[config.mk]
export PLATFORM = sky130hd
export DESIGN_NAME = sleep_handshake_seq
export DESIGN_NICKNAME = d
export VERILOG_FILES = /design/src/rtl/shs_pkg.sv /design/src/rtl/shs_tail_timer.sv /design/src/rtl/shs_decode.sv /design/src/rtl/shs_fsm.sv /design/src/rtl/sleep_handshake_seq.sv
export SDC_FILE = /design/constraint.sdc
export NUM_CORES = 1
export LEC_CHECK = 0
export ABC_AREA = 1
export BUFFER_PORTS_ARGS = -buffer_cell sky130_fd_sc_hd__buf_4
export CORE_ASPECT_RATIO = 1.4
export CORE_UTILIZATION = 40
export DETAILED_ROUTE_END_ITERATION = 8
export SYNTH_ARGS = -nofsm -noshare
export SYNTH_HDL_FRONTEND = slang
export SYNTH_HIERARCHICAL = 1
export SYNTH_SLANG_ARGS = --single-unit
[constraint.sdc]
create_clock -name clk -period 1.5 [get_ports clk]
set_clock_uncertainty 0.05 [all_clocks]
set_input_delay 0.15 -clock clk [delete_from_list [all_inputs] [get_ports clk]]
set_output_delay 0.15 -clock clk [all_outputs]
set_load 0.05 [all_outputs]
[src/rtl/shs_pkg.sv]
package shs_pkg;
   typedef enum logic [3:0] {
      ST_ON     = 4'd0,
      ST_DISC   = 4'd1,
      ST_SRENT  = 4'd2,
      ST_SGREQ  = 4'd3,
      ST_SGREL  = 4'd4,
      ST_WSTOP  = 4'd5,
      ST_SLEEP  = 4'd6,
      ST_WKSR   = 4'd7,
      ST_WKCONN = 4'd8,
      ST_PROBE  = 4'd9,
      ST_S3TAIL = 4'd10,
      ST_S3OFF  = 4'd11
   } shs_state_e;

   typedef struct packed {
      logic disc;
      logic sr;
      logic sg;
      logic probe;
      logic gate;
      logic iogate;
      logic ddren;
   } shs_drive_t;
endpackage

[src/rtl/shs_tail_timer.sv]
module shs_tail_timer #(
   parameter int TAIL_CYCLES = 6,
   localparam int CNT_W = (TAIL_CYCLES > 1) ? $clog2(TAIL_CYCLES) : 1
) (
   input  logic clk,
   input  logic rst_n,
   input  logic run_i,
   output logic done_o
);
   generate
      if (TAIL_CYCLES == 1) begin : g_single
         assign done_o = run_i;
      end else begin : g_count
         localparam logic [CNT_W-1:0] LAST = CNT_W'(TAIL_CYCLES - 1);
         logic [CNT_W-1:0] cnt_q;
         always_ff @(posedge clk or negedge rst_n) begin
            if (!rst_n)
               cnt_q <= '0;
            else if (!run_i)
               cnt_q <= '0;
            else if (cnt_q != LAST)
               cnt_q <= cnt_q + 1'b1;
         end
         assign done_o = run_i && (cnt_q == LAST);
      end
   endgenerate
endmodule

[src/rtl/shs_decode.sv]
module shs_decode
   import shs_pkg::*;
(
   input  shs_state_e state_i,
   output shs_drive_t drv_o
);
   always_comb begin
      drv_o = '{default: 1'b0};
      drv_o.ddren = 1'b1;
      unique case (state_i)
         ST_ON, ST_WKCONN: ;
         ST_DISC, ST_WKSR: drv_o.disc = 1'b1;
         ST_SRENT, ST_SGREL, ST_WSTOP: begin
            drv_o.disc = 1'b1;
            drv_o.sr   = 1'b1;
         end
         ST_SGREQ: begin
            drv_o.disc = 1'b1;
            drv_o.sr   = 1'b1;
            drv_o.sg   = 1'b1;
         end
         ST_SLEEP: begin
            drv_o.disc = 1'b1;
            drv_o.sr   = 1'b1;
            drv_o.gate = 1'b1;
         end
         ST_PROBE: drv_o.probe = 1'b1;
         ST_S3TAIL, ST_S3OFF: begin
            drv_o.disc   = 1'b1;
            drv_o.sr     = 1'b1;
            drv_o.gate   = 1'b1;
            drv_o.iogate = 1'b1;
            drv_o.ddren  = (state_i == ST_S3TAIL);
         end
         default: ;
      endcase
   end
endmodule

[src/rtl/shs_fsm.sv]
module shs_fsm
   import shs_pkg::*;
#(
   parameter logic [1:0] S1_CODE = 2'b01,
   parameter logic [1:0] S3_CODE = 2'b11
) (
   input  logic       clk,
   input  logic       rst_n,
   input  logic       start_i,
   input  logic [1:0] target_i,
   input  logic       disc_ack_i,
   input  logic       sr_ack_i,
   input  logic       sg_ack_i,
   input  logic       clkstop_i,
   input  logic       snoop_i,
   input  logic       cpu_active_i,
   input  logic       probe_ack_i,
   input  logic       sys_reset_i,
   input  logic       tail_done_i,
   output shs_state_e state_o
);
   shs_state_e state_q, state_d;
   logic deep_q, deep_d;
   logic snp_q, snp_d;
   logic resleep_q, resleep_d;
   logic tgt_ok;

   assign tgt_ok = (target_i == S1_CODE) || (target_i == S3_CODE);

   always_comb begin
      state_d   = state_q;
      deep_d    = deep_q;
      snp_d     = snp_q;
      resleep_d = resleep_q;
      unique case (state_q)
         ST_ON: begin
            resleep_d = 1'b0;
            snp_d     = 1'b0;
            if (start_i && tgt_ok) begin
               deep_d  = (target_i == S3_CODE);
               state_d = ST_DISC;
            end
         end
         ST_DISC:   if (disc_ack_i) state_d = ST_SRENT;
         ST_SRENT:  if (sr_ack_i) state_d = resleep_q ? ST_SLEEP : ST_SGREQ;
         ST_SGREQ:  if (sg_ack_i) state_d = ST_SGREL;
         ST_SGREL:  if (!sg_ack_i) state_d = ST_WSTOP;
         ST_WSTOP:  if (clkstop_i) state_d = ST_SLEEP;
         ST_SLEEP: begin
            if (deep_q && sys_reset_i) begin
               state_d = ST_S3TAIL;
            end else if (cpu_active_i) begin
               snp_d   = 1'b0;
               state_d = ST_WKSR;
            end else if (snoop_i) begin
               snp_d   = 1'b1;
               state_d = ST_WKSR;
            end
         end
         ST_WKSR:   if (!sr_ack_i) state_d = ST_WKCONN;
         ST_WKCONN: if (!disc_ack_i) state_d = snp_q ? ST_PROBE : ST_ON;
         ST_PROBE: begin
            if (probe_ack_i) begin
               snp_d = 1'b0;
               if (cpu_active_i) begin
                  state_d = ST_ON;
               end else begin
                  resleep_d = 1'b1;
                  state_d   = ST_DISC;
               end
            end
         end
         ST_S3TAIL: if (tail_done_i) state_d = ST_S3OFF;
         ST_S3OFF:  ;
         default:   state_d = ST_ON;
      endcase
   end

   always_ff @(posedge clk or negedge rst_n) begin
      if (!rst_n) begin
         state_q   <= ST_ON;
         deep_q    <= 1'b0;
         snp_q     <= 1'b0;
         resleep_q <= 1'b0;
      end else begin
         state_q   <= state_d;
         deep_q    <= deep_d;
         snp_q     <= snp_d;
         resleep_q <= resleep_d;
      end
   end

   assign state_o = state_q;
endmodule

[src/rtl/sleep_handshake_seq.sv]
module sleep_handshake_seq
   import shs_pkg::*;
#(
   parameter int         TAIL_CYCLES = 6,
   parameter logic [1:0] S1_CODE     = 2'b01,
   parameter logic [1:0] S3_CODE     = 2'b11
) (
   input  logic       clk,
   input  logic       rst_n,
   input  logic       start_i,
   input  logic [1:0] target_i,
   output logic       cpu_disc_o,
   input  logic       cpu_disc_ack_i,
   output logic       sr_req_o,
   input  logic       sr_ack_i,
   output logic       stpgnt_req_o,
   input  logic       stpgnt_ack_i,
   input  logic       clkstop_i,
   input  logic       snoop_i,
   input  logic       cpu_active_i,
   output logic       probe_req_o,
   input  logic       probe_ack_i,
   input  logic       sys_reset_i,
   output logic       clk_gate_o,
   output logic       io_gate_o,
   output logic       ddr_clk_en_o
);
   generate
      if (TAIL_CYCLES < 1) begin : g_bad_tail
         initial $error("sleep_handshake_seq: TAIL_CYCLES must be at least 1");
      end
      if (S1_CODE == S3_CODE) begin : g_bad_codes
         initial $error("sleep_handshake_seq: S1_CODE and S3_CODE must differ");
      end
   endgenerate

   shs_state_e state;
   shs_drive_t drv;
   logic       tail_done;

   shs_fsm #(.S1_CODE(S1_CODE), .S3_CODE(S3_CODE)) u_fsm (
      .clk          (clk),
      .rst_n        (rst_n),
      .start_i      (start_i),
      .target_i     (target_i),
      .disc_ack_i   (cpu_disc_ack_i),
      .sr_ack_i     (sr_ack_i),
      .sg_ack_i     (stpgnt_ack_i),
      .clkstop_i    (clkstop_i),
      .snoop_i      (snoop_i),
      .cpu_active_i (cpu_active_i),
      .probe_ack_i  (probe_ack_i),
      .sys_reset_i  (sys_reset_i),
      .tail_done_i  (tail_done),
      .state_o      (state)
   );

   shs_tail_timer #(.TAIL_CYCLES(TAIL_CYCLES)) u_tail (
      .clk    (clk),
      .rst_n  (rst_n),
      .run_i  (state == ST_S3TAIL),
      .done_o (tail_done)
   );

   shs_decode u_dec (
      .state_i (state),
      .drv_o   (drv)
   );

   assign cpu_disc_o   = drv.disc;
   assign sr_req_o     = drv.sr;
   assign stpgnt_req_o = drv.sg;
   assign probe_req_o  = drv.probe;
   assign clk_gate_o   = drv.gate;
   assign io_gate_o    = drv.iogate;
   assign ddr_clk_en_o = drv.ddren;
endmodule

# Yosys cells after proc, flatten, opt, wreduce, memory -nomap -nowiden
# Index checks and enable logic that the tools add are counted.
# Widths: inputs -> output; s select.
# totals
register_bits	10
inputBits	13
output_inout_bits	7
# classes
addsub	1
eq_ne	30
mux	33
bitwise	1
n_reduce_logical	15
# op_table
cell	count
$mux 4	14
$pmux 4 s12	1
$ne 2x2->1 const B	12
$eq 4x3->1 const B	4
$eq 4x4->1 const B	4
$mux 1	12
$reduce_and 12->1	1
$mux 3	3
$reduce_or 9->1	1
$eq 4x2->1 const B	2
$reduce_or 7->1	1
$ne 3x3->1 const B	2
$eq 4x1->1 const B	1
$logic_not 4->1	1
$ne 4x4->1 const B	1
$reduce_and 4->1	1
$add 3x1->3 const B	1
$eq 3x3->1 const B	1
$logic_and 1x1->1	3
$pmux 1 s3	1
$reduce_and 3->1	1
$reduce_bool 3->1	1
$reduce_or 3->1	1
$eq 2x1->1 const B	1
other kinds (9)	9

# Logic depth before layout (Yosys ltp)
# Gate-level depths: netlist of run 1.
# depth
ltp_word	5
depth_mapped	12

# By module
# Netlist of run 1, hierarchy kept.
# by_module_without_submodules
module	instances	cells_each	area_per_inst_um2
shs_fsm	1	124	694.4
shs_tail_timer	1	21	171.4
shs_decode	1	22	87.6
sleep_handshake_seq	1	5	21.3

# Worst setup path after synthesis of run 1
# No wires, ideal clock.
# synth_timing
path_kind	reg-to-reg
from	register u_fsm.state_q[1] (netlist: u_fsm/state_o[1])
to	register u_fsm.state_q[0] (netlist: u_fsm/state_o[0])
setup_time_ns	0.117
arrival_ns	1.465
required_time_ns	1.333
slack_ns	-0.133
stages_incl_launch_ff	12
path_buffers	0
period_less_slack_ns	1.633
cell_sequence	dfrtp_1 > nand2_1 > nor2_2 > inv_1 > nor2_1 > inv_1 > nand3_1 > nand2_1 > nor2_2 > nand3_2 > nand2_1 > nand2_1
# synth_between
elab_chain_cells	4
# synth_lines
item	line	text
start, declared	shs_fsm.sv:22	shs_state_e state_q, state_d;
start signal, assigned	shs_fsm.sv:86	state_q <= state_d;
$eq 4x4->1	sleep_handshake_seq.sv:61	.run_i (state == ST_S3TAIL),
$logic_and 1x1->1	shs_tail_timer.sv:24	assign done_o = run_i && (cnt_q == LAST);
net tail_done	sleep_handshake_seq.sv:39	logic tail_done;
$ne 2x2->1 (no line)	--	
$reduce_and 12->1 (no line)	--	
# The timed path passes the listed nets, and every way through them passes these cells.
# A chain may end at the register's enable or synchronous reset.

# Worst setup path in the final report of run 1
# layout_timing
from	register u_fsm.state_q[0] (netlist: u_fsm/state_o[0])
to	register u_fsm.state_q[2] (netlist: u_fsm/state_o[2])
# Same word-level chain as after synthesis.

==> results of run 1 <==
area by class of cell:
class	instances	area, µm²	area share [%]
sequential	10	255	16.1
clock buffer	4	36.3	2.28
multi-input combinational	133	733	46.1
tap	22	27.5	1.73
inverter	29	119	7.47
timing repair buffer	50	419	26.4
state kept, by name, summed over array words and instances, names as in the netlist:
name / count
u_fsm/resleep_q: 1
u_fsm/deep_q: 1
u_fsm/state_o: 4
u_fsm/snp_q: 1
u_tail/g_count.cnt_q: 3
metal layers:
| layer | global-route usage (%) | routed length (µm) |
|---|---|---|
| met1 | 25.6 | 1180 |
| met2 | 46.1 | 1670 |
| met3 | 2.98 | 119 |
| met4 | 14.3 | 84 |
| met5 | 0 | 0 |
cell families after synthesis:
kind of cell	Yosys count
adders and majority gates	2
DFF	10
and+or+nand+nor	123
buffers and inverters	29
muxes	1
AOI/OAI and AO/OA	7
layout by cell type (no fill, tap or decap), types with 3 or more instances in the layout:
cell	n
nand2_1	46
buf_4	40
inv_1	21
nand3_1	20
nor2_1	20
nand2_2	10
nor2_4	8
buf_6	7
nor2_2	7
inv_2	6
dfrtp_1	6
nand3_2	4
nand4_1	4
dfrtp_2	4
clkbuf_4	3
metrics by stage:
stage / cell area (µm²) / setup slack, ns / utilization [%]
after floorplan: 992 / -0.0125 / -
after global placement: 1360 / -0.0205 / 61.0
after detailed placement: 1360 / -0.0800 / 61.0
after CTS: 1470 / -0.0867 / 66.2
after global routing: 1590 / -0.193 / 71.4
final: 1590 / -0.0955 / 71.4
report_power, final:
| group | internal [mW] | switching, mW |
|---|---|---|
| clock network | 0.147 | 0.0933 |
| logic | 1.09 | 1.60 |
| registers | 0.366 | 0.146 |
timing repair:
item,in CTS,in global routing
setup endpoints to repair,11,13
hold endpoints to repair,10,0
hold buffers,1,0
setup buffers,3,1
gates resized for setup,15,31
pin swaps,5,8
worst min-delay path by stage:
stage	from	end	slack, ns
CTS	target_i[1]	u_fsm/deep_q$_DFFE_PN0P_	0.06
detailed placement	rst_n	u_tail/g_count.cnt_q[1]$_DFFE_PN0P_	-0.06
floorplan	rst_n	u_fsm/deep_q$_DFFE_PN0P_	-0.20
finish	target_i[1]	u_fsm/deep_q$_DFFE_PN0P_	0.07
global placement	rst_n	u_tail/g_count.cnt_q[0]$_DFFE_PN0P_	-0.07
global route	target_i[1]	u_fsm/deep_q$_DFFE_PN0P_	0.07
==> qor.yml, run 1 <==
finish:
  layoutNonFillerInstCount: 248
  diodes: 0
  fin_nets: 242
  layout-drive-gt1-share_pct: 43.4
  areaGrowthSynthToFinish_pct: 63.2
  fillCellCount: 202
clocking:
  clkLatencyLatePin_ns: 0.26
  cts_inserted_buffers: 3
  numClockSinks: 10
  cts_max_level: 1
  tritoncts: "yes"
  cts-root-buf: "clkbuf_4"
  clockBufferDepth: 2
  path_clk_slew_ns: 0.07
global_route:
  grt_start_max_net_pins: 11
  grt_overflow: 0
  grt_pass1_wl_um: 4730
  antenna_found_initial: 0
  grt_pass1_vias: 1185
  track_usage_pct: 24.5
routing:
  vias: 1272
  routed_via_density: 5.13
  first_pass_iters: 6
  drtIter0Drc: 38
  ant_nets: 0
  wire_per_inst_um: 12.3
  totalWireLength_um: 3060
  drc: 2
yosys:
  synth_xor_area_share_pct: 0
  yosysWarnings: 6
  synth-simple-area-share_pct: 55.3
  synth.area.top_cells: "dfrtp_1, nand2_1, nand3_1"
  synth_nets: 187
  synth_fa_ha_area_share_pct: 2.57
  synth_top_cell_area_share_pct: 25.7
  avgSynthCellArea_um2: 5.67
  synthCells: 172
  netlist_top_cells_count: "nand2_1, inv_1, nor2_1, nand3_1, dfrtp_1"
  synth_area_um2: 975
  synth_edf_count: 0
  ys.flop_type: "dfrtp_1"
  async_reset_ff_share_pct: 100
  yosysMostFrequentCell: "nand2_1"
  synth-compound-area-share_pct: 4.11
  ys_seq_area_share_pct: 25.7
  ys_ff_latch: 10
  synth_top_family_by_area: "simple AND/OR/NAND/NOR gates"
  synth_top_cell_by_area: "dfrtp_1"
  synth_mux_area_share_pct: 1.16
  yosysUniqueCellTypes: 18
placed_design:
  hpwl_um: 2340
  port_buffers: 19
  gp_congestion: 0.869
  dp_cells: 239
outcome:
  violations: "DRC, setup timing"
  status: "finished, violations left"
die:
  io_pins: 20
  fp.dieArea_um2: 2640
  fp.dieW_um: 43.7
  die_h_um: 60.4
  std_cell_rows: 20
  core_area_um2: 2230
  start_util_pct: 43.8
sta:
  setup_slack_ns: -0.0955
  fin_setup_tns_ns: -0.427
  setup_violations: 7
  period_needed_ns: 1.60
  slew_viol_final: 0
  max_slew.worst_pin.slew_ns: 0.236
  grt_setup_unrepaired: "yes"
  slew_headroom_pct: 84.3
  period_share_pct: 106
  final_hold_viol_count: 0
  max_freq_mhz: 627
  whs_ns: 0.0679
worst_setup_path:
  reg2reg_slack_ns: -0.1
  crit_end: "u_fsm/state_o[2]$_DFFE_PN0P_"
  crit_type: "flop to flop"
  cp_num_buf_inv: 3
  cp.required_ns: 1.61
  r2r-start: "u_fsm/state_o[0]$_DFFE_PN0P_"
  cp.arrival_ns: 1.70
  worst-path-stages: 12
  worst_path_max_delay_cell: "dfrtp_2"
  cp_slowest_stage_delay_ns: 0.48
  ff2ff_path_depth: 12
  path_max_fanout: 8
  critical-path-top-delay-family: "simple AND/OR/NAND/NOR gates"
  cp-end-kind: "flop"
  cp_cell_sequence: "inv_2, nand2_2, nor2_4, inv_1, nor2_1, inv_1, nand3_2, nand2_2, nor2_4, nand3_4, nand2_1, nand2_1"
  rr_endpoint: "u_fsm/state_o[2]$_DFFE_PN0P_"
  crit_start: "u_fsm/state_o[0]$_DFFE_PN0P_"
  critPathLaunchType: "flop"
pwr:
  powerDensity_nw_per_um2: 2170
  p_leak_nw: 0.859
  irDropWorstVdd_mv: 1.18
  power_mw: 3.45
hold_path:
  holdPathStages: 2
  min_path_type: "input port to flop"
job:
  drv_cap: 0
Note: power is estimated with default switching activity, not from simulation.
==> run 2, diff against run 1 <==
--- a/config.mk
+++ b/config.mk
@@ -9,6 +9,7 @@
 export BUFFER_PORTS_ARGS = -buffer_cell sky130_fd_sc_hd__buf_4
 export CORE_ASPECT_RATIO = 1.4
 export CORE_UTILIZATION = 40
+export CTS_BUF_LIST = sky130_fd_sc_hd__clkbuf_16
 export DETAILED_ROUTE_END_ITERATION = 8
 export SYNTH_ARGS = -nofsm -noshare
 export SYNTH_HDL_FRONTEND = slang
==> qor.yml, run 2 (synthesis gave the netlist of run 1 again) <==
finish:
  largest_reg_flops: 4  # unchanged
  final_common_cell: "nand2_1"  # unchanged
  fin_nets: 246  # was 242
  diodes: 0  # unchanged
  layout-drive-gt1-share_pct: 48.3  # was 43.4%
  final_cell_mix: "nand2_1, buf_4, nand3_1"  # was nand2_1, buf_4, inv_1
  final_area_um2: 1690  # was 1590 µm²
  areaGrowthSynthToFinish_pct: 73.3  # was 63.2%
global_route:
  track_usage_pct: 24.7  # was 24.5%
  grt_overflow: 0  # unchanged
  grt_pass1_wl_um: 4750  # was 4730 µm
  antenna_found_initial: 0  # unchanged
  grt_start_max_net_pins: 11  # unchanged
  grt_pass1_vias: 1192  # was 1,185
die:
  core_area_um2: 2230  # unchanged
  std_cell_rows: 20  # unchanged
  io_pins: 20  # unchanged
  die_h_um: 60.4  # unchanged
  start_util_pct: 43.8  # unchanged
  fp.dieW_um: 43.7  # unchanged
  fp.dieArea_um2: 2640  # unchanged
routing:
  vias: 1289  # was 1,272
  first_pass_iters: 6  # unchanged
  ant_nets: 0  # unchanged
  wl_met2_um: 1690  # was 1670 µm
  drtIter0Drc: 37  # was 38
  routed_via_density: 5.12  # was 5.13
  top_layer: "met4"  # unchanged
  totalWireLength_um: 3180  # was 3060 µm
  wire_per_inst_um: 12.6  # was 12.3 µm
  drc: 2  # unchanged
  m1WireLength_um: 1210  # was 1180 µm
  wl_met3_um: 144  # was 119 µm
pwr:
  p_switching_mw: 1.87  # was 1.84 mW
  p_leak_nw: 0.898  # was 0.859 nW
  p_seq_share_pct: 13.8  # was 14.8%
  clkPwrFrac_pct: 12.6  # was 7.0%
  irDropWorstVdd_mv: 1.25  # was 1.18 mV
  sw_frac_of_total_pct: 49.9  # was 53.4%
  power_mw: 3.75  # was 3.45 mW
  combPwrFrac_pct: 73.5  # was 78.2%
  powerDensity_nw_per_um2: 2220  # was 2170 nW/µm²
  p_int_mw: 1.88  # was 1.61 mW
sta:
  fin_setup_tns_ns: -0.132  # was -0.427 ns
  slew_viol_final: 0  # unchanged
  max_slew.worst_pin.slew_ns: 0.229  # was 0.236 ns
  period_needed_ns: 1.55  # was 1.60 ns
  slew_headroom_pct: 84.7  # was 84.3%
  setup_slack_ns: -0.0463  # was -0.0955 ns
  grt_setup_unrepaired: "yes"  # unchanged
  period_share_pct: 103  # was 106%
  final_hold_viol_count: 0  # unchanged
  setup_violations: 7  # unchanged
  max_freq_mhz: 647  # was 627 MHz
worst_setup_path:
  cp-end-kind: "flop"  # unchanged
  critPathLaunchType: "flop"  # unchanged
  reg2reg_slack_ns: -0.05  # was -0.1 ns
  cp.arrival_ns: 1.61  # was 1.70 ns
  cp.required_ns: 1.57  # was 1.61 ns
  path_max_fanout: 7  # was 8
  crit_type: "flop to flop"  # unchanged
placed_design:
  place_ws_ns: -0.0800  # unchanged
  hpwl_um: 2340  # unchanged
  placed_area_um2: 1360  # unchanged
  gp_congestion: 0.869  # unchanged
  port_buffers: 19  # unchanged
job:
  drv_cap: 0  # unchanged
clocking:
  cts_max_level: 1  # unchanged
  clockBufferDepth: 2  # unchanged
  cts-root-buf: "clkbuf_16"  # was clkbuf_4
  clkLatencyLatePin_ns: 0.24  # was 0.26 ns
  numClockSinks: 10  # unchanged
  cts_inserted_buffers: 3  # unchanged
  tritoncts: "yes"  # unchanged
  path_clk_slew_ns: 0.04  # was 0.07 ns
outcome:
  violations: "DRC, setup timing"  # unchanged
  status: "finished, violations left"  # unchanged
hold_path:
  min_path_type: "input port to flop"  # unchanged
-- run 2: per-stage QoR --
stage / instances / utilization, % / hold slack (ns)
2_1_floorplan: 172 / - / -0.196
3_3_place_gp: 239 / 61.0 / -0.0658
3_5_place_dp: 239 / 61.0 / -0.0605
4_1_cts: 248 / 68.0 / 0.0937
5_1_grt: 252 / 75.8 / 0.104
6_report: 252 / 75.8 / 0.0950
-- run 2: critical path, cell delays in order, from the launching register on --
cell and delay, ns:
dfrtp_2 0.46, inv_2 0.07, nand2_2 0.05, nor2_4 0.10
inv_2 0.05, nor2_2 0.07, inv_1 0.05, nand3_2 0.06
nand2_2 0.07, nor2_4 0.13, nand3_4 0.11, nand2_2 0.07
nand2_1 0.06
-- run 2: final cells by class --
class | count | area [µm²]
Clock buffer | 3 | 75.1
Clock inverter | 1 | 3.75
Fill cell | 179 | 538
Inverter | 29 | 111
Multi-Input combinational cell | 133 | 756
Sequential cell | 10 | 255
Tap cell | 22 | 27.5
Timing Repair Buffer | 54 | 460
-- run 2: worst paths after layout --
kind / start / endpoint / depth (start not counted)
setup / recovery: u_fsm/state_o[0]$_DFFE_PN0P_ / u_fsm/state_o[2]$_DFFE_PN0P_ / 12
hold / removal: target_i[1] / u_fsm/deep_q$_DFFE_PN0P_ / 2
setup reg to reg: u_fsm/state_o[0]$_DFFE_PN0P_ / u_fsm/state_o[2]$_DFFE_PN0P_ / 12
hold reg to reg: u_fsm/deep_q$_DFFE_PN0P_ / u_fsm/deep_q$_DFFE_PN0P_ / 1
max in group asynchronous: rst_n / u_fsm/state_o[1]$_DFFE_PN0P_ / 2
min in group asynchronous: rst_n / u_tail/g_count.cnt_q[1]$_DFFE_PN0P_ / 2
-- run 2: metal layers --
metal / GRT usage [%] / up-vias
li1: - / 650
met1: 25.3 / 578
met2: 46.5 / 48
met3: 3.27 / 13
met4: 15.2 / 0
met5: 0 / -
-- run 2: power groups by stage --
| stage | registers, mW | clock network (mW) | logic (mW) |
|---|---|---|---|
| global route | 0.535 | 0.492 | 2.98 |
| CTS | 0.503 | 0.484 | 2.28 |
| finish | 0.520 | 0.474 | 2.76 |
| floorplan | 0.514 | 0 | 1.32 |
| global placement | 0.502 | 0 | 2.14 |
| detailed placement | 0.510 | 0 | 2.16 |
-- run 2: what timing repair did --
item / in CTS / in global routing
gates cloned: 0 / 0
buffers inserted: 5 / 5
hold buffers: 1 / 0
endpoints found under the hold margin: 10 / 0
pin swaps: 11 / 12
resized for setup: 11 / 46
endpoints found under the setup margin: 8 / 12
